### src/rtl/serlink_pkg.sv
package serlink_pkg;

    // Register byte offsets
    localparam int OFS_DATA  = 'h00;
    localparam int OFS_STATE = 'h04;
    localparam int OFS_CTRL  = 'h08;
    localparam int OFS_INT   = 'h0C;
    localparam int OFS_DIV   = 'h10;

    // Control register, bit 0 at the bottom
    typedef struct packed {
        logic rxovr_ie;   // bit 5
        logic txovr_ie;   // bit 4
        logic rx_ie;      // bit 3
        logic tx_ie;      // bit 2
        logic rx_en;      // bit 1
        logic tx_en;      // bit 0
    } ctrl_t;

    // Event flags (INT register and the overrun part of STATE)
    typedef struct packed {
        logic rx_ovr;     // bit 3
        logic tx_ovr;     // bit 2
        logic rx;         // bit 1
        logic tx;         // bit 0
    } evt_t;

    typedef enum logic [1:0] {
        TX_IDLE, TX_START, TX_DATA, TX_STOP
    } tx_state_e;

    typedef enum logic [1:0] {
        RX_IDLE, RX_START, RX_DATA, RX_STOP
    } rx_state_e;

endpackage

### src/rtl/serlink_tx.sv
module serlink_tx
    import serlink_pkg::*;
#(
    parameter int DIV_W     = 21,
    parameter int DATA_BITS = 8
) (
    input  logic                 clk,
    input  logic                 rst_n,
    input  logic                 en,
    input  logic [DIV_W-1:0]     div,
    input  logic                 pend,
    input  logic [DATA_BITS-1:0] byte_i,
    output logic                 take,
    output logic                 line
);

    localparam int BIT_W = (DATA_BITS > 1) ? $clog2(DATA_BITS) : 1;

    tx_state_e            state_q, state_d;
    logic [DIV_W-1:0]     cnt_q, cnt_d;
    logic [BIT_W-1:0]     bit_q, bit_d;
    logic [DATA_BITS-1:0] shf_q, shf_d;
    logic                 line_q;
    logic                 bit_end, last_bit, load;

    assign bit_end  = (cnt_q == div - DIV_W'(1));
    assign last_bit = (bit_q == BIT_W'(DATA_BITS - 1));
    assign load     = en && pend &&
                      ((state_q == TX_IDLE) || (state_q == TX_STOP && bit_end));

    // State register
    always_ff @(posedge clk or negedge rst_n) begin
        if (!rst_n) state_q <= TX_IDLE;
        else        state_q <= state_d;
    end

    // Next state
    always_comb begin
        state_d = state_q;
        unique case (state_q)
            TX_IDLE:  if (load) state_d = TX_START;
            TX_START: if (bit_end) state_d = TX_DATA;
            TX_DATA:  if (bit_end && last_bit) state_d = TX_STOP;
            TX_STOP: begin
                if (load)         state_d = TX_START;
                else if (bit_end) state_d = TX_IDLE;
            end
            default:  state_d = TX_IDLE;
        endcase
    end

    // Bit timer, bit index and shifter
    always_comb begin
        cnt_d = cnt_q + DIV_W'(1);
        bit_d = bit_q;
        shf_d = shf_q;
        if (load) begin
            cnt_d = '0;
            bit_d = '0;
            shf_d = byte_i;
        end else if (state_q == TX_IDLE) begin
            cnt_d = '0;
        end else if (bit_end) begin
            cnt_d = '0;
            if (state_q == TX_DATA) begin
                bit_d = bit_q + BIT_W'(1);
                shf_d = shf_q >> 1;
            end
        end
    end

    always_ff @(posedge clk or negedge rst_n) begin
        if (!rst_n) begin
            cnt_q <= '0;
            bit_q <= '0;
            shf_q <= '0;
        end else begin
            cnt_q <= cnt_d;
            bit_q <= bit_d;
            shf_q <= shf_d;
        end
    end

    // Registered line output, follows the next state
    always_ff @(posedge clk or negedge rst_n) begin
        if (!rst_n) begin
            line_q <= 1'b1;
        end else begin
            unique case (state_d)
                TX_START: line_q <= 1'b0;
                TX_DATA:  line_q <= shf_d[0];
                default:  line_q <= 1'b1;
            endcase
        end
    end

    assign take = load;
    assign line = line_q;

endmodule

### src/rtl/serlink_rx.sv
module serlink_rx
    import serlink_pkg::*;
#(
    parameter int DIV_W       = 21,
    parameter int DATA_BITS   = 8,
    parameter int SYNC_STAGES = 2
) (
    input  logic                 clk,
    input  logic                 rst_n,
    input  logic                 en,
    input  logic [DIV_W-1:0]     div,
    input  logic                 rx_i,
    output logic                 done,
    output logic [DATA_BITS-1:0] byte_o
);

    localparam int BIT_W = (DATA_BITS > 1) ? $clog2(DATA_BITS) : 1;

    logic [SYNC_STAGES-1:0] sync_q;
    logic                   prev_q;
    logic                   rx_s, fall;

    // Input synchroniser, depth chosen by parameter
    generate
        if (SYNC_STAGES == 1) begin : g_sync_one
            always_ff @(posedge clk or negedge rst_n) begin
                if (!rst_n) sync_q <= '1;
                else        sync_q <= rx_i;
            end
        end else begin : g_sync_chain
            always_ff @(posedge clk or negedge rst_n) begin
                if (!rst_n) sync_q <= '1;
                else        sync_q <= {sync_q[SYNC_STAGES-2:0], rx_i};
            end
        end
    endgenerate

    assign rx_s = sync_q[SYNC_STAGES-1];

    always_ff @(posedge clk or negedge rst_n) begin
        if (!rst_n) prev_q <= 1'b1;
        else        prev_q <= rx_s;
    end

    assign fall = prev_q && !rx_s;

    rx_state_e            state_q, state_d;
    logic [DIV_W-1:0]     cnt_q, cnt_d;
    logic [BIT_W-1:0]     bit_q, bit_d;
    logic [DATA_BITS-1:0] shf_q, shf_d;
    logic                 done_q;
    logic                 half_end, full_end, last_bit, samp;

    assign half_end = (cnt_q == (div >> 1) - DIV_W'(1));
    assign full_end = (cnt_q == div - DIV_W'(1));
    assign last_bit = (bit_q == BIT_W'(DATA_BITS - 1));

    always_comb begin
        unique case (state_q)
            RX_START:         samp = half_end;
            RX_DATA, RX_STOP: samp = full_end;
            default:          samp = 1'b0;
        endcase
    end

    // State register
    always_ff @(posedge clk or negedge rst_n) begin
        if (!rst_n) state_q <= RX_IDLE;
        else        state_q <= state_d;
    end

    // Next state
    always_comb begin
        state_d = state_q;
        unique case (state_q)
            RX_IDLE:  if (en && fall) state_d = RX_START;
            RX_START: if (samp) state_d = rx_s ? RX_IDLE : RX_DATA;
            RX_DATA:  if (samp && last_bit) state_d = RX_STOP;
            RX_STOP:  if (samp) state_d = RX_IDLE;
            default:  state_d = RX_IDLE;
        endcase
    end

    // Timer, bit index and shifter
    always_comb begin
        cnt_d = (state_q == RX_IDLE || samp) ? '0 : cnt_q + DIV_W'(1);
        bit_d = bit_q;
        shf_d = shf_q;
        if (state_q == RX_START) begin
            bit_d = '0;
        end else if (state_q == RX_DATA && samp) begin
            bit_d = bit_q + BIT_W'(1);
            shf_d = {rx_s, shf_q[DATA_BITS-1:1]};
        end
    end

    always_ff @(posedge clk or negedge rst_n) begin
        if (!rst_n) begin
            cnt_q <= '0;
            bit_q <= '0;
            shf_q <= '0;
        end else begin
            cnt_q <= cnt_d;
            bit_q <= bit_d;
            shf_q <= shf_d;
        end
    end

    // Output: one-cycle delivery pulse for a frame with a high stop bit
    always_ff @(posedge clk or negedge rst_n) begin
        if (!rst_n) done_q <= 1'b0;
        else        done_q <= (state_q == RX_STOP) && samp && rx_s;
    end

    assign done   = done_q;
    assign byte_o = shf_q;

endmodule

### src/rtl/serlink_regs.sv
module serlink_regs
    import serlink_pkg::*;
#(
    parameter int ADDR_W    = 5,
    parameter int DATA_W    = 32,
    parameter int DIV_W     = 21,
    parameter int DIV_RESET = 16,
    parameter int DATA_BITS = 8
) (
    input  logic                 clk,
    input  logic                 rst_n,
    input  logic                 bus_sel,
    input  logic                 bus_wr,
    input  logic [ADDR_W-1:0]    bus_addr,
    input  logic [DATA_W-1:0]    bus_wdata,
    output logic [DATA_W-1:0]    bus_rdata,
    input  logic                 tx_take,
    input  logic                 rx_done,
    input  logic [DATA_BITS-1:0] rx_byte,
    output ctrl_t                ctrl,
    output logic [DIV_W-1:0]     div,
    output logic                 tx_pend,
    output logic [DATA_BITS-1:0] tx_byte,
    output evt_t                 flags
);

    localparam int CTRL_W = $bits(ctrl_t);
    localparam int EVT_W  = $bits(evt_t);

    ctrl_t                ctrl_q;
    logic [DIV_W-1:0]     div_q;
    logic                 tx_full_q, rx_full_q;
    logic [DATA_BITS-1:0] tx_hold_q, rx_buf_q;
    logic                 tx_ovr_q, rx_ovr_q;
    evt_t                 int_q, int_d, evt;

    logic wr_data, wr_state, wr_ctrl, wr_int, wr_div, rd_data;
    logic tx_push, rx_load;
    evt_t clr_mask;

    logic unused_wdata;
    assign unused_wdata = ^bus_wdata[DATA_W-1:DIV_W];

    assign wr_data  = bus_sel && bus_wr  && (bus_addr == ADDR_W'(OFS_DATA));
    assign wr_state = bus_sel && bus_wr  && (bus_addr == ADDR_W'(OFS_STATE));
    assign wr_ctrl  = bus_sel && bus_wr  && (bus_addr == ADDR_W'(OFS_CTRL));
    assign wr_int   = bus_sel && bus_wr  && (bus_addr == ADDR_W'(OFS_INT));
    assign wr_div   = bus_sel && bus_wr  && (bus_addr == ADDR_W'(OFS_DIV));
    assign rd_data  = bus_sel && !bus_wr && (bus_addr == ADDR_W'(OFS_DATA));

    assign clr_mask = evt_t'(bus_wdata[EVT_W-1:0]);

    assign tx_push  = wr_data && !tx_full_q;
    assign rx_load  = rx_done && !rx_full_q;

    // Events that raise flags this cycle
    assign evt.tx     = tx_take;
    assign evt.rx     = rx_load;
    assign evt.tx_ovr = wr_data && tx_full_q;
    assign evt.rx_ovr = rx_done && rx_full_q;

    // A new event wins over a same-cycle clear
    assign int_d = evt | (int_q & ~(wr_int ? clr_mask : evt_t'('0)));

    always_ff @(posedge clk or negedge rst_n) begin
        if (!rst_n) begin
            ctrl_q    <= '0;
            div_q     <= DIV_W'(DIV_RESET);
            tx_full_q <= 1'b0;
            rx_full_q <= 1'b0;
            tx_hold_q <= '0;
            rx_buf_q  <= '0;
            tx_ovr_q  <= 1'b0;
            rx_ovr_q  <= 1'b0;
            int_q     <= '0;
        end else begin
            if (wr_ctrl) ctrl_q <= ctrl_t'(bus_wdata[CTRL_W-1:0]);
            if (wr_div)  div_q  <= bus_wdata[DIV_W-1:0];

            if (tx_push) begin
                tx_full_q <= 1'b1;
                tx_hold_q <= bus_wdata[DATA_BITS-1:0];
            end else if (tx_take) begin
                tx_full_q <= 1'b0;
            end

            if (rx_load) begin
                rx_full_q <= 1'b1;
                rx_buf_q  <= rx_byte;
            end else if (rd_data) begin
                rx_full_q <= 1'b0;
            end

            tx_ovr_q <= evt.tx_ovr || (tx_ovr_q && !(wr_state && clr_mask.tx_ovr));
            rx_ovr_q <= evt.rx_ovr || (rx_ovr_q && !(wr_state && clr_mask.rx_ovr));
            int_q    <= int_d;
        end
    end

    // Read data
    always_comb begin
        case (bus_addr)
            ADDR_W'(OFS_DATA):  bus_rdata = DATA_W'(rx_buf_q);
            ADDR_W'(OFS_STATE): bus_rdata = DATA_W'({rx_ovr_q, tx_ovr_q, rx_full_q, tx_full_q});
            ADDR_W'(OFS_CTRL):  bus_rdata = DATA_W'(ctrl_q);
            ADDR_W'(OFS_INT):   bus_rdata = DATA_W'(int_q);
            ADDR_W'(OFS_DIV):   bus_rdata = DATA_W'(div_q);
            default:            bus_rdata = '0;
        endcase
    end

    assign ctrl    = ctrl_q;
    assign div     = div_q;
    assign tx_pend = tx_full_q;
    assign tx_byte = tx_hold_q;
    assign flags   = int_q;

endmodule

### src/rtl/serlink_uart.sv
module serlink_uart
    import serlink_pkg::*;
#(
    parameter int ADDR_W      = 5,
    parameter int DATA_W      = 32,
    parameter int DIV_W       = 21,
    parameter int DIV_RESET   = 16,
    parameter int DATA_BITS   = 8,
    parameter int SYNC_STAGES = 2
) (
    input  logic              clk,
    input  logic              rst_n,
    input  logic              bus_sel,
    input  logic              bus_wr,
    input  logic [ADDR_W-1:0] bus_addr,
    input  logic [DATA_W-1:0] bus_wdata,
    output logic [DATA_W-1:0] bus_rdata,
    input  logic              rx_i,
    output logic              tx_o,
    output logic              irq_tx,
    output logic              irq_rx,
    output logic              irq_txovr,
    output logic              irq_rxovr,
    output logic              irq_any
);

    ctrl_t                ctrl;
    evt_t                 flags;
    logic [DIV_W-1:0]     div;
    logic                 tx_pend, tx_take, rx_done;
    logic [DATA_BITS-1:0] tx_byte, rx_byte;

    serlink_regs #(
        .ADDR_W    (ADDR_W),
        .DATA_W    (DATA_W),
        .DIV_W     (DIV_W),
        .DIV_RESET (DIV_RESET),
        .DATA_BITS (DATA_BITS)
    ) u_regs (
        .clk       (clk),
        .rst_n     (rst_n),
        .bus_sel   (bus_sel),
        .bus_wr    (bus_wr),
        .bus_addr  (bus_addr),
        .bus_wdata (bus_wdata),
        .bus_rdata (bus_rdata),
        .tx_take   (tx_take),
        .rx_done   (rx_done),
        .rx_byte   (rx_byte),
        .ctrl      (ctrl),
        .div       (div),
        .tx_pend   (tx_pend),
        .tx_byte   (tx_byte),
        .flags     (flags)
    );

    serlink_tx #(
        .DIV_W     (DIV_W),
        .DATA_BITS (DATA_BITS)
    ) u_tx (
        .clk    (clk),
        .rst_n  (rst_n),
        .en     (ctrl.tx_en),
        .div    (div),
        .pend   (tx_pend),
        .byte_i (tx_byte),
        .take   (tx_take),
        .line   (tx_o)
    );

    serlink_rx #(
        .DIV_W       (DIV_W),
        .DATA_BITS   (DATA_BITS),
        .SYNC_STAGES (SYNC_STAGES)
    ) u_rx (
        .clk    (clk),
        .rst_n  (rst_n),
        .en     (ctrl.rx_en),
        .div    (div),
        .rx_i   (rx_i),
        .done   (rx_done),
        .byte_o (rx_byte)
    );

    assign irq_tx    = flags.tx     && ctrl.tx_ie;
    assign irq_rx    = flags.rx     && ctrl.rx_ie;
    assign irq_txovr = flags.tx_ovr && ctrl.txovr_ie;
    assign irq_rxovr = flags.rx_ovr && ctrl.rxovr_ie;
    assign irq_any   = irq_tx || irq_rx || irq_txovr || irq_rxovr;

endmodule

### config.mk
export PLATFORM = sky130hd
export DESIGN_NAME = serlink_uart
export DESIGN_NICKNAME = d
export VERILOG_FILES = /design/src/rtl/serlink_pkg.sv /design/src/rtl/serlink_tx.sv /design/src/rtl/serlink_rx.sv /design/src/rtl/serlink_regs.sv /design/src/rtl/serlink_uart.sv
export SDC_FILE = /design/constraint.sdc
export NUM_CORES = 1
export LEC_CHECK = 0
export ABC_CLOCK_PERIOD_IN_PS = 4500
export BUFFER_PORTS_ARGS = -buffer_cell sky130_fd_sc_hd__buf_2
export CAP_MARGIN = 30
export CORE_UTILIZATION = 48
export CTS_CLUSTER_SIZE = 12
export DETAILED_ROUTE_END_ITERATION = 6
export PLACE_DENSITY = 0.67
export SYNTH_ARGS = -nofsm -noshare
export SYNTH_HDL_FRONTEND = slang
export SYNTH_SLANG_ARGS = --single-unit
### constraint.sdc
create_clock -name clk -period 4.5 [get_ports clk]
set_input_delay 0.225 -clock clk [delete_from_list [all_inputs] [get_ports clk]]
set_output_delay 0.225 -clock clk [all_outputs]
set_load 0.05 [all_outputs]
Word-level counts from Yosys, hierarchy flattened. Index checks and enable logic that the tools add are counted.

ROM bits: 0. Register bits after elaboration: 124. Latch bits: 0. Input port bits: 42. Memories: 0. Bits in writable memories: 0.

Muxes and demuxes: 34. Reductions and logical operators: 55. $lt $le $gt $ge: 0. Shifts and indexed selects: 0. Multiply operators: 0. Add/sub/neg operators: 6. Divide/modulo/power cells: 0. Equal/unequal tests: 22. Bitwise operators: 4.

Operator list (count): $pmux W21 S5 (1); $mux W21 (4); $eq A21 B21 Y1 (3); $add A21 B1 Y21 const B (2); $mux W8 (4); $logic_and A1 B1 Y1 (30); $sub A20 B1 Y21 const B (1); $sub A21 B1 Y21 const B (1); $mux W2 (10); $mux W3 (6); $pmux W2 S4 (2); $eq A2 B2 Y1 const B (5); $eq A5 B4 Y1 const B (2); $reduce_bool A2 Y1 (5); $ne A2 B1 Y1 const B (4); $logic_or A1 B1 Y1 (7); $add A3 B1 Y3 const B (2); $eq A2 B1 Y1 const B (3); $eq A3 B3 Y1 const B (2); $logic_not A1 Y1 (6); $eq A5 B3 Y1 const B (1); $eq A5 B5 Y1 const B (1); $logic_not A5 Y1 (1); $and A4 B4 Y4 (1); 12 further kinds (17).

Logic depth before layout (Yosys ltp). Gate-level depths: netlist (run 1).

Depth in word-level cells: 9. Depth in mapped cells: 16.

Modules after synthesis. A second synthesis (run 1) with hierarchy kept.

Cell total of the unflattened synthesis: 834. Area total of the unflattened synthesis: 8159.1 µm².

Modules (own cells, without submodules): serlink_rx (cells an instance 357, instances 1, seq. area each 954.7 µm², area an instance 3174.3 µm²); serlink_tx (cells an instance 276, instances 1, seq. area each 877.1 µm², area an instance 2487.4 µm²); serlink_regs (cells an instance 196, instances 1, seq. area each 1277.5 µm², area an instance 2462.4 µm²); serlink_uart (cells an instance 5, instances 1, seq. area each 0.0 µm², area an instance 35.0 µm²).

Worst setup path before layout (run 1). No wires, ideal clock.

Path kind: reg-to-reg. From: reg u_regs.div_q[2], in the netlist u_regs.div[2]. To: reg u_rx.shf_q[0], in the netlist u_rx.byte_o[0]. Path buffers: 4. Setup time: 125 ps. Cell stages (with the launch flop): 16. Arrival time: 3657 ps. Slack: 718 ps. Data required time: 4375 ps. Cells stage by stage: dfrtp_1 > buf_2 > inv_1 > ha_1 > clkbuf_2 > nor3b_2 > and3_1 > buf_4 > a21oi_1 > or4b_1 > a2111oi_2 > nand4_1 > or4b_1 > buf_4 > nor2_4 > mux2_2.

Cells in the longest elaborated chain, start to end: 5. Elaborated cells on any way between the ends: 7. Those cells by class: add/sub (2); eq/ne (2); mux (1); reduce/logical (2).

RTL lines: start, declared (RTL line serlink_regs.sv:31) `logic [DIV_W-1:0] div_q;`; start signal, assigned (RTL line serlink_regs.sv:68) `div_q <= DIV_W'(DIV_RESET);`; start signal, assigned (RTL line serlink_regs.sv:78) `if (wr_div) div_q <= bus_wdata[DIV_W-1:0];`; $sub A21 B1 Y21 / $sub A20 B1 Y21 (equally long branches) (RTL line serlink_rx.sv:55, serlink_rx.sv:54); $eq A21 B21 Y1, on equally long branches (RTL line serlink_rx.sv:55, serlink_rx.sv:54); $pmux W1 S2 * (RTL line serlink_rx.sv:59) `unique case (state_q)`; $logic_and A1 B1 Y1 * (RTL line serlink_rx.sv:91) `end else if (state_q == RX_DATA && samp) begin`; $reduce_and A2 Y1 (no source line) *; end signal, assigned (RTL line serlink_rx.sv:101) `shf_q <= '0;`; end signal, assigned (RTL line serlink_rx.sv:105) `shf_q <= shf_d;`; end, declared (RTL line serlink_rx.sv:50) `logic [DATA_BITS-1:0] shf_q, shf_d;`.

Every way passes the cells marked *; elsewhere a longest branch is shown, timed or not. A chain may end at the register's enable or synchronous reset.

Worst setup path after layout (run 1).
From: reg u_regs.div_q[1], in the netlist u_regs.div[1]. To: reg u_rx.shf_q[5], in the netlist u_rx.byte_o[5].

The elaborated chain is that of the path after synthesis.

==> results of run 1 <==
-- logic make-up (layout without fill, tap and decap cells) --
kind of cell | Yosys count | count (layout)
adders and majority gates | 8 | 8
and+or+nand+nor | 399 | 399
muxes | 75 | 75
other | 1 | 11
buffers and inverters | 108 | 158
xor gates and xnor gates | 103 | 103
AOI/OAI and AO/OA | 120 | 120
DFF | 124 | 124
-- cell type report --
class | count | area, um2 | area share
clock inverter | 11 | 154 | 0.0159
inverter | 22 | 82.6 | 0.00853
timing repair buffer | 104 | 668 | 0.0691
clock buffer | 21 | 470 | 0.0486
tap | 225 | 282 | 0.0291
multi-input combinational | 716 | 4910 | 0.507
sequential | 124 | 3110 | 0.321
-- metal layers --
metal | part of all wire | vias up | wire (um)
met3 | 0.061 | 32 | 1410
met1 | 0.46 | 3493 | 10600
met5 | 0 | - | 0
met2 | 0.46 | 273 | 10800
li1 | - | 3394 | -
met4 | 0.019 | 0 | 445
-- how the worst max path moves through the flow --
stage	end
after floorplan	u_rx.byte_o[0]$_DFFE_PN0P_
after global placement	u_rx.byte_o[6]$_DFFE_PN0P_
after detailed placement	u_rx.byte_o[5]$_DFFE_PN0P_
after CTS	u_rx.byte_o[5]$_DFFE_PN0P_
after global routing	u_rx.byte_o[5]$_DFFE_PN0P_
final	u_rx.byte_o[5]$_DFFE_PN0P_
-- Yosys cell counts (all sizes together), types with 10 or more instances --
cell type  number  share of area
mux2           53          0.071
nand2          60          0.027
inv            21         0.0093
nor2          106          0.048
nand2b         11         0.0081
mux2i          22          0.026
or4            10         0.0093
nor3           32          0.020
and3           12         0.0089
xnor2          61          0.063
buf            34          0.025
nand3          49          0.030
a21oi          18          0.011
and2           25          0.018
o21ai          31          0.018
nand4          20          0.016
xor2           41          0.042
clkbuf         52          0.023
nor4           17          0.017
dfrtp         119           0.35
-- flip-flops by register name (all words and copies together) (netlist names), named ones only --
name / flops
u_tx.bit_q: 3
u_tx.state_q: 2
u_regs.rx_ovr_q: 1
u_rx.done: 1
u_regs.tx_byte: 8
u_rx.sync_q: 2
u_regs.div: 21
u_regs.ctrl: 6
u_rx.cnt_q: 21
u_regs.flags: 4
u_regs.rx_full_q: 1
u_regs.rx_buf_q: 8
u_tx.line: 1
u_rx.state_q: 1
u_rx.byte_o: 8
u_rx.prev_q: 1
u_rx.bit_q: 3
u_tx.cnt_q: 21
u_tx.shf_q: 8
u_regs.tx_pend: 1
u_regs.tx_ovr_q: 1
-- placed cells by master (no fill, tap or decap), types with 11 or more instances in the layout --
master / instances
a21oi_1: 18
and2_1: 24
and3_1: 12
buf_2: 57
buf_4: 43
clkbuf_16: 17
conb_1: 11
dfrtp_1: 119
inv_1: 21
mux2_2: 52
mux2i_1: 22
nand2_1: 60
nand2b_1: 11
nand3_1: 48
nand4_1: 19
nor2_1: 105
nor3_1: 30
nor4_1: 12
o21ai_0: 28
xnor2_1: 61
xor2_1: 41
-- power by group through the flow --
stage / combinational (mW) / sequential [mW] / clock (mW)
floorplan: 0.959 / 1.33 / 0
global placement: 1.30 / 1.39 / 0
detailed placement: 1.31 / 1.39 / 0
CTS: 1.32 / 1.37 / 1.50
global route: 1.45 / 1.39 / 1.54
finish: 1.34 / 1.37 / 1.47
-- metrics by stage --
stage	total power [mW]	setup WS (ns)	cells	area [um2]
finish	4.18	0.265	1223	9680
global route	4.38	0.0315	1223	9680
CTS	4.19	0.287	1223	9680
detailed placement	2.70	0.314	1189	9030
global placement	2.69	0.328	1187	9020
floorplan	2.29	0.718	948	8500
-- worst max-delay path: cells and delay by family (launching register included) --
family | cells | cell delay [ns]
and+or+nand+nor | 6 | 2.42
DFF | 1 | 0.45
AOI/OAI and AO/OA | 2 | 0.44
muxes | 1 | 0.37
adders and majority gates | 1 | 0.33
buffers and inverters | 1 | 0.11
==> impl_results.md, run 1 <==
- Starting Density: 0.491
- Fin crit share: 0.941
- Final Hold Viols: 0
- Gr ovfl total: 0
- Synthesized-area fraction occupied by adder cells: 0.0118
- Hold path endpoint: u_regs.div[20]$_DFFE_PN0P_
- Clock root buffer: clkbuf_16
- Layout Utilization: 0.561
- Global Route met3 Usage: 0.0420
- Synthesis Warnings: 0
- Worst vdd ir: between 300 and 400 uV
- Hold Path Class: input pin to flip-flop
- Simple-Gate Fraction of Synth Area: 0.255
- Num CTS Buffers: 17
- Slew @ Worst Pin: 0.842 ns
- Final nets: 1035
- Met1 Usage GRT: 0.375
- CP max FO: 8
- Synthesized instance count: roughly 940
- Combinational fraction of design power: 0.321
- CTS clock-pin slew for the worst setup and hold paths: 0.06 ns
- Port buffer count: 57
- Mux share of post-synthesis cell area: 0.0970
- Worst path cell trace: inv_1 > ha_1 > nor3b_2 > and3_1 > a21oi_1 > or4b_1 > a2111oi_2 > nand4_1 > or4b_1 > nor2_4 > mux2_2
- First-pass GRT wire length: 36700 um
- Avg Cell Area, Syn: 9.02 um2
- R2r worst-path depth: 11
- Die area: 18200 um2
- DRT antenna net count: 0
- Setup crit start kind: flip-flop
- Ys async rst share: 1.00
- Synthesis-stage register bit count: 124
- Initial antenna violation count: 0
- Setup_tns: 0 ns
- Max-cap violations: 0
- Post-Synth XOR/XNOR Area: 0.108
- Internal: between 2 and 3 mW
- CTS tree: done
- Sequential-to-total area share from yosys stat: 0.367
- GRT Overall Usage: 0.266
- Part of the power in registers: 0.328
- DR DRC count: 0
- Unique masters post-synth: 84
- Status: finished, final reports clean
- Switching Fraction: 0.357
- Worst-Skew Late Latency: 0.42 ns
- Share of cells above drive strength 1: 0.223
- Critical path class: flip-flop to flip-flop
- Hold Buf Count CTS: 2
- 1st-iter DRT viols: 771
- Core area: roughly 17000 um2
- Most Frequent Cell on Critical Path: or4b_1
- Max H-tree Level: 4
- RSZ-0062 raised after global routing: false
- F_max: 0.236 GHz
- Largest net degree at the start of global routing: 57
- Worst endpoint required time: around 4.8 ns
- Clock Skews: between 0.01 and 0.015 ns
- Site row count: 48
- Routed WL: 23200 um
- Clock Power Share: 0.351
- R2R setup slack: 0.27 ns
- Mapped Area: between 8000 and 9000 um2
- Slew headroom: 0.437
- Inserted Diodes: 0
- Post-synthesis compound-gate area fraction: 0.103
- Arr. time, crit path: around 4.5 ns
- GP Congestion: ~0.93
- Maximum clock insertion buffer count: 2
- Most Used Layer, Global Route: met2
- CP Capture Type: flip-flop
- Slowest cell on crit path: or4b_1
- Vias: roughly 7.2k
- Power Density: 432 nW/um2
- Leak: 4.30 nW
- CP max stage delay: 0.68 ns
- Setup crit start: u_regs.div[1]$_DFFE_PN0P_
- Clock period minus worst slack: 4.23 ns
- Post_cts resized: 0
- Width of the die: 135 um
- Hold slack: 0.0311 ns
- EDFF count, synth: 0
- # IOs: 80
- Hold Crit Depth: 2
- FF-to-FF Start: u_regs.div[1]$_DFFE_PN0P_
- Fillers: 1548
- P&R area growth vs syn: 14.3%
- Largest family of logic cells by synthesized area: simple AND/OR/NAND/NOR gates
- Grt met2 use: 0.415
- Vias/cell: 5.88
- Count of pins over their slew limit: 0
- CTS Sinks: around 120
- Main flop type after synthesis: dfrtp_1
- HP Start: bus_wdata[20]
- Post-DP HPWL: 16900 um
- Number of buffers added for setup after CTS: 0
- Routed WL per cell: around 19 um
- Critical R2R Capture: u_rx.byte_o[5]$_DFFE_PN0P_
- Net Switching: roughly 1.5 mW
- Pre-antenna DRT Iters: 6
- Final setup fails: 0
- Chip Height: 135 um
- Vias in the first global route: 6654
Power figures use the tool's default switching activity.
==> inputs of run 2 (changes only) <==
Settings changed: CORE_UTILIZATION 48 to 25, PLACE_DENSITY 0.67 to unset.
==> impl_results.md, run 2 (same netlist as run 1, synthesis figures left out) <==
- Status: finished, final reports clean (unchanged)
- Worst endpoint required time: 4.81 ns (was 4.80 ns)
- Inserted Diodes: 0 (unchanged)
- Number of buffers added for setup after CTS: 0 (unchanged)
- Non-filler cells, final: 1448 (was 1223)
- Hold slack: 0.0282 ns (was 0.0311 ns)
- Setup_tns: 0 ns (unchanged)
- P&R area growth vs syn: 17.6% (was 14.3%)
- F_max: 0.235 GHz (was 0.236 GHz)
- # IOs: 80 (unchanged)
- Largest net degree at the start of global routing: 45 (was 57)
- Final setup fails: 0 (unchanged)
- Post-DP HPWL: 18400 um (was 16900 um)
- Critical path class: flip-flop to flip-flop (unchanged)
- Power Density: 420 nW/um2 (was 432 nW/um2)
- Chip Height: 186 um (was 135 um)
- Leak: 4.30 nW (about the same)
- Vias: 7207 (was 7192)
- Post_cts resized: 0 (unchanged)
- Clock period minus worst slack: 4.26 ns (was 4.23 ns)
- Clock root buffer: clkbuf_16 (unchanged)
- Worst-Skew Late Latency: 0.43 ns (was 0.42 ns)
- Hold Buf Count CTS: 2 (unchanged)
- CTS Sinks: 124 (unchanged)
- R2R setup slack: 0.24 ns (was 0.27 ns)
- Hold Path Class: input pin to flip-flop (unchanged)
- Num CTS Buffers: 17 (unchanged)
- Arr. time, crit path: 4.57 ns (was 4.54 ns)
- CTS clock-pin slew for the worst setup and hold paths: 0.06 ns (about the same)
- Setup crit start: u_regs.div[6]$_DFFE_PN0P_ (was u_regs.div[1]$_DFFE_PN0P_)
- Most common cell after layout, fill and taps aside: dfrtp_1 (unchanged)
- Slew @ Worst Pin: 0.969 ns (was 0.842 ns)
- Maximum clock insertion buffer count: 2 (unchanged)
- Count of pins over their slew limit: 0 (unchanged)
- Core area: 33400 um2 (was 17200 um2)
- Dpl cells: 1414 (was 1189)
- HP Start: bus_wdata[20] (unchanged)
- Final Hold Viols: 0 (unchanged)
- CTS tree: done (unchanged)
- Die area: 34600 um2 (was 18200 um2)
- Max H-tree Level: 4 (unchanged)
- Starting Density: 0.253 (was 0.491)
- GP Congestion: 0.941 (was 0.933)
- DR DRC count: 0 (unchanged)
- Final nets: 1037 (was 1035)
- FF-to-FF Start: u_regs.div[6]$_DFFE_PN0P_ (was u_regs.div[1]$_DFFE_PN0P_)
- Vias/cell: 4.98 (was 5.88)
- Width of the die: 186 um (was 135 um)
- 1st-iter DRT viols: 616 (was 771)
- Fillers: 3566 (was 1548)
- CP Capture Type: flip-flop (unchanged)
- Share of cells above drive strength 1: 0.225 (was 0.223)
- Max-cap violations: 0 (unchanged)
- GRT Overall Usage: 0.148 (was 0.266)
- Initial antenna violation count: 1 (was 0)
- Routed WL per cell: 17.0 um (was 19.0 um)
- Setup crit start kind: flip-flop (unchanged)
- Worst vdd ir: 293 uV (was 311 uV)
- DRT antenna net count: 0 (unchanged)
- Slew headroom: 0.349 (was 0.437)
- Vias in the first global route: 7051 (was 6654)
- Pre-antenna DRT Iters: 6 (unchanged)
- Clock Skews: 0.0113 ns (was 0.0130 ns)
- Port buffer count: 57 (unchanged)
- Site row count: 67 (was 48)
- Fin crit share: 0.947 (was 0.941)
- Routed WL: 24600 um (was 23200 um)
- CP max FO: 8 (unchanged)
- First-pass GRT wire length: 39100 um (was 36700 um)
- Gr ovfl total: 0 (unchanged)
- Commonest non-fill, non-tap cells in the layout: 119 x dfrtp_1, 105 x nor2_1, 61 x xnor2_1 (unchanged)
- RSZ-0062 raised after global routing: false (unchanged)
[run 2: worst paths after layout]
path                                                  endpoint  cells after the start
worst max-delay path                u_rx.byte_o[0]$_DFFE_PN0P_                      9
worst min-delay path                u_regs.div[20]$_DFFE_PN0P_                      2
worst max register to register      u_rx.byte_o[0]$_DFFE_PN0P_                      9
worst min register to register        u_rx.sync_q[1]$_DFF_PN1_                      0
max in group asynchronous       u_regs.rx_buf_q[7]$_DFFE_PN0P_                      3
min in group asynchronous            u_tx.shf_q[3]$_DFFE_PN0P_                      2
[run 2: area by class of cell]
class                      count  area [um2]  area share
multi-input combinational    716        4910       0.493
timing repair buffer         106         673      0.0677
inverter                      22        82.6     0.00830
clock inverter                14         185      0.0186
clock buffer                  18         429      0.0431
tap                          448         561      0.0563
sequential                   124        3110       0.312
[run 2: metrics by stage]
step / cell area, um2 / worst slack [ns] / util / power, mW
floorplan: 8500 / 0.718 / - / 2.29
global placement: 9310 / 0.295 / 0.278 / 2.71
detailed placement: 9320 / 0.301 / 0.278 / 2.73
CTS: 9950 / 0.278 / 0.297 / 4.19
global route: 9950 / 0.0805 / 0.297 / 4.40
finish: 9950 / 0.238 / 0.297 / 4.18
[run 2: where the power goes]
part	internal, mW	switching, mW
registers	1.22	0.143
clock network	0.882	0.565
logic	0.541	0.823
total	2.65	1.53
[run 2: routing by layer]
| layer | global-route usage | up-vias | wire, um |
|---|---|---|---|
| met5 | 0 | - | 8 |
| met4 | 0.0492 | 2 | 404 |
| met3 | 0.0313 | 31 | 1630 |
| met2 | 0.221 | 266 | 10800 |
| met1 | 0.211 | 3514 | 11800 |
| li1 | - | 3394 | - |
[run 2: worst max-delay path, cell delays in order, from the launching register on]
cell and delay (ns):
dfrtp_1 0.39, nor4_2 0.85, and3_1 0.30, a21oi_1 0.07
or4b_1 0.59, a2111oi_2 0.44, nand4_1 0.13, or4b_1 0.68
nor2_4 0.30, mux2_2 0.37
==> inputs of run 3 (changes only) <==
==> constraint.sdc (replaced) <==
create_clock -name clk -period 4.5 [get_ports clk]
set_input_delay 0.45 -clock clk [delete_from_list [all_inputs] [get_ports clk]]
set_output_delay 0.45 -clock clk [all_outputs]
set_load 0.05 [all_outputs]
==> impl_results.md, run 3 (same netlist as run 1, synthesis figures left out) <==
- Inserted Diodes: 0 (unchanged)
- Hold Crit Depth: 1 (was 2)
- Chip Height: 186 um (unchanged)
- Clock Skews: 0.0124 ns (was 0.0113 ns)
- First-pass GRT wire length: 39100 um (about the same)
- Pre-antenna DRT Iters: 5 (was 6)
- P&R area growth vs syn: 18.3% (was 17.6%)
- Initial antenna violation count: 1 (unchanged)
- WP buf/inv: 0 (unchanged)
- Die area: 34600 um2 (unchanged)
- Slew @ Worst Pin: 1.03 ns (was 0.969 ns)
- Worst endpoint required time: 4.81 ns (about the same)
- CTS clock-pin slew for the worst setup and hold paths: 0.06 ns (about the same)
- Critical path depth: 9 (unchanged)
- Clock root buffer: clkbuf_16 (unchanged)
- DRT antenna net count: 0 (unchanged)
- 1st-iter DRT viols: 553 (was 616)
- FF-to-FF Start: u_regs.div[8]$_DFFE_PN0P_ (was u_regs.div[6]$_DFFE_PN0P_)
- CP max FO: 8 (unchanged)
- Non-Filler Cell Area, Final: 10000 um2 (was 9950 um2)
- Slowest cell on crit path: nor4_2 (unchanged)
- CTS tree: done (unchanged)
- Setup_tns: 0 ns (unchanged)
- Vias in the first global route: 6882 (was 7051)
- Setup crit start kind: flip-flop (unchanged)
- Hold Path Class: input pin to flip-flop (unchanged)
- RSZ-0062 raised after global routing: false (unchanged)
- Routed WL per cell: 16.9 um (was 17.0 um)
- Max H-tree Level: 4 (unchanged)
- Maximum clock insertion buffer count: 2 (unchanged)
- Core area: 33400 um2 (unchanged)
- Vias: 7157 (was 7207)
- Slew headroom: 0.307 (was 0.349)
- Non-filler cells, final: 1451 (was 1448)
- Port buffer count: 57 (unchanged)
- Vias/cell: 4.93 (was 4.98)
- HP Start: rx_i (was bus_wdata[20])
- CP max stage delay: 0.81 ns (was 0.85 ns)
- CP Capture Type: flip-flop (unchanged)
- GRT Overall Usage: 0.149 (was 0.148)
- Commonest non-fill, non-tap cells in the layout: 119 x dfrtp_1, 105 x nor2_1, 61 x xnor2_1 (unchanged)
- Starting Density: 0.253 (unchanged)
- Worst path cell trace: nor4_2 > and3_1 > a21oi_1 > or4b_1 > a2111oi_2 > nand4_1 > or4b_1 > nor2_4 > mux2_2 (unchanged)
- Cell Area, Placed: 9360 um2 (was 9320 um2)
- Final setup fails: 0 (unchanged)
- Width of the die: 186 um (unchanged)
- Clock period minus worst slack: 4.35 ns (was 4.26 ns)
- Leak: 4.33 nW (was 4.30 nW)
- Number of buffers added for setup after CTS: 0 (unchanged)
- Routed WL: 24500 um (was 24600 um)
- Final nets: 1040 (was 1037)
- Most Frequent Cell on Critical Path: or4b_1 (unchanged)
- Final Hold Viols: 0 (unchanged)
- Arr. time, crit path: 4.66 ns (was 4.57 ns)
- Setup crit start: u_regs.div[8]$_DFFE_PN0P_ (was u_regs.div[6]$_DFFE_PN0P_)
- Site row count: 67 (unchanged)
- Num CTS Buffers: 17 (unchanged)
- CTS Sinks: 124 (unchanged)
- Post-DP HPWL: 18200 um (was 18400 um)
- Fillers: 3510 (was 3566)
- Critical path's top delay family: simple AND/OR/NAND/NOR gates (unchanged)
- F_max: 0.230 GHz (was 0.235 GHz)
- Critical path class: flip-flop to flip-flop (unchanged)
- DR DRC count: 0 (unchanged)
- Fin crit share: 0.967 (was 0.947)
- Status: finished, final reports clean (unchanged)
- GP Congestion: 0.930 (was 0.941)
- Most common cell after layout, fill and taps aside: dfrtp_1 (unchanged)
- Count of pins over their slew limit: 0 (unchanged)
- Max-cap violations: 0 (unchanged)
- Gr ovfl total: 0 (unchanged)
- Share of cells above drive strength 1: 0.228 (was 0.225)
- Power Density: 419 nW/um2 (was 420 nW/um2)
- R2r worst-path depth: 9 (unchanged)
- Largest net degree at the start of global routing: 71 (was 45)
- Worst-Skew Late Latency: 0.43 ns (about the same)
- Worst vdd ir: 307 uV (was 293 uV)
- # IOs: 80 (unchanged)
- Dpl cells: 1417 (was 1414)
-- run 3: cell count changes in the layout (fill, tap and decap cells not counted), moves of 2 or more --
| cell | before | now |
|---|---|---|
| buf_12 | 1 | 3 |
| clkinv_4 | 4 | 0 |
| clkbuf_8 | 0 | 2 |
| clkinv_2 | 0 | 2 |
-- run 3: what timing repair did --
item / CTS / global route
endpoints found under the hold margin: 0 / 15
resized for setup: 0 / 0
hold buffers: 0 / 1
-- run 3: path summary, 6_finish.rpt --
kind                                                      end  slack (ns)
worst max-delay path               u_rx.byte_o[7]$_DFFE_PN0P_        0.15
min in group asynchronous       u_regs.tx_byte[6]$_DFFE_PN0P_        0.46
worst max register to register     u_rx.byte_o[7]$_DFFE_PN0P_        0.15
worst min register to register       u_rx.sync_q[1]$_DFF_PN1_        0.36
worst min-delay path                 u_rx.sync_q[0]$_DFF_PN1_        0.12
max in group asynchronous          u_regs.div[15]$_DFFE_PN0P_        3.28
-- run 3: per-stage QoR --
step / util / power, mW / hold WS [ns] / setup slack (ns)
2_1_floorplan: - / 2.29 / 0.154 / 0.718
3_3_place_gp: 0.280 / 2.73 / 0.347 / 0.350
3_5_place_dp: 0.280 / 2.75 / 0.348 / 0.295
4_1_cts: 0.298 / 4.21 / 0.104 / 0.270
5_1_grt: 0.299 / 4.41 / 0.109 / 0.0516
6_report: 0.299 / 4.20 / 0.125 / 0.150
-- run 3: where the power goes --
part           switching, mW  internal (mW)  leakage [nW]
logic                  0.831          0.559          2.36
clock network          0.536          0.904         0.294
registers              0.142           1.22          1.67
total                   1.51           2.69          4.33
-- run 3: metal layers --
metal,part of all wire,GRT usage,up-vias
met2,0.45,0.223,257
met5,0.00053,0,-
li1,-,-,3398
met1,0.47,0.210,3468
met3,0.066,0.0348,32
met4,0.016,0.0482,2
-- run 3: layout make-up --
| cell class | count | area, um2 | share of cell area |
|---|---|---|---|
| inverter | 22 | 82.6 | 0.00825 |
| multi-input combinational | 716 | 4910 | 0.490 |
| clock inverter | 12 | 158 | 0.0157 |
| sequential | 124 | 3110 | 0.310 |
| tap | 448 | 561 | 0.0560 |
| clock buffer | 20 | 457 | 0.0456 |
| timing repair buffer | 109 | 738 | 0.0737 |
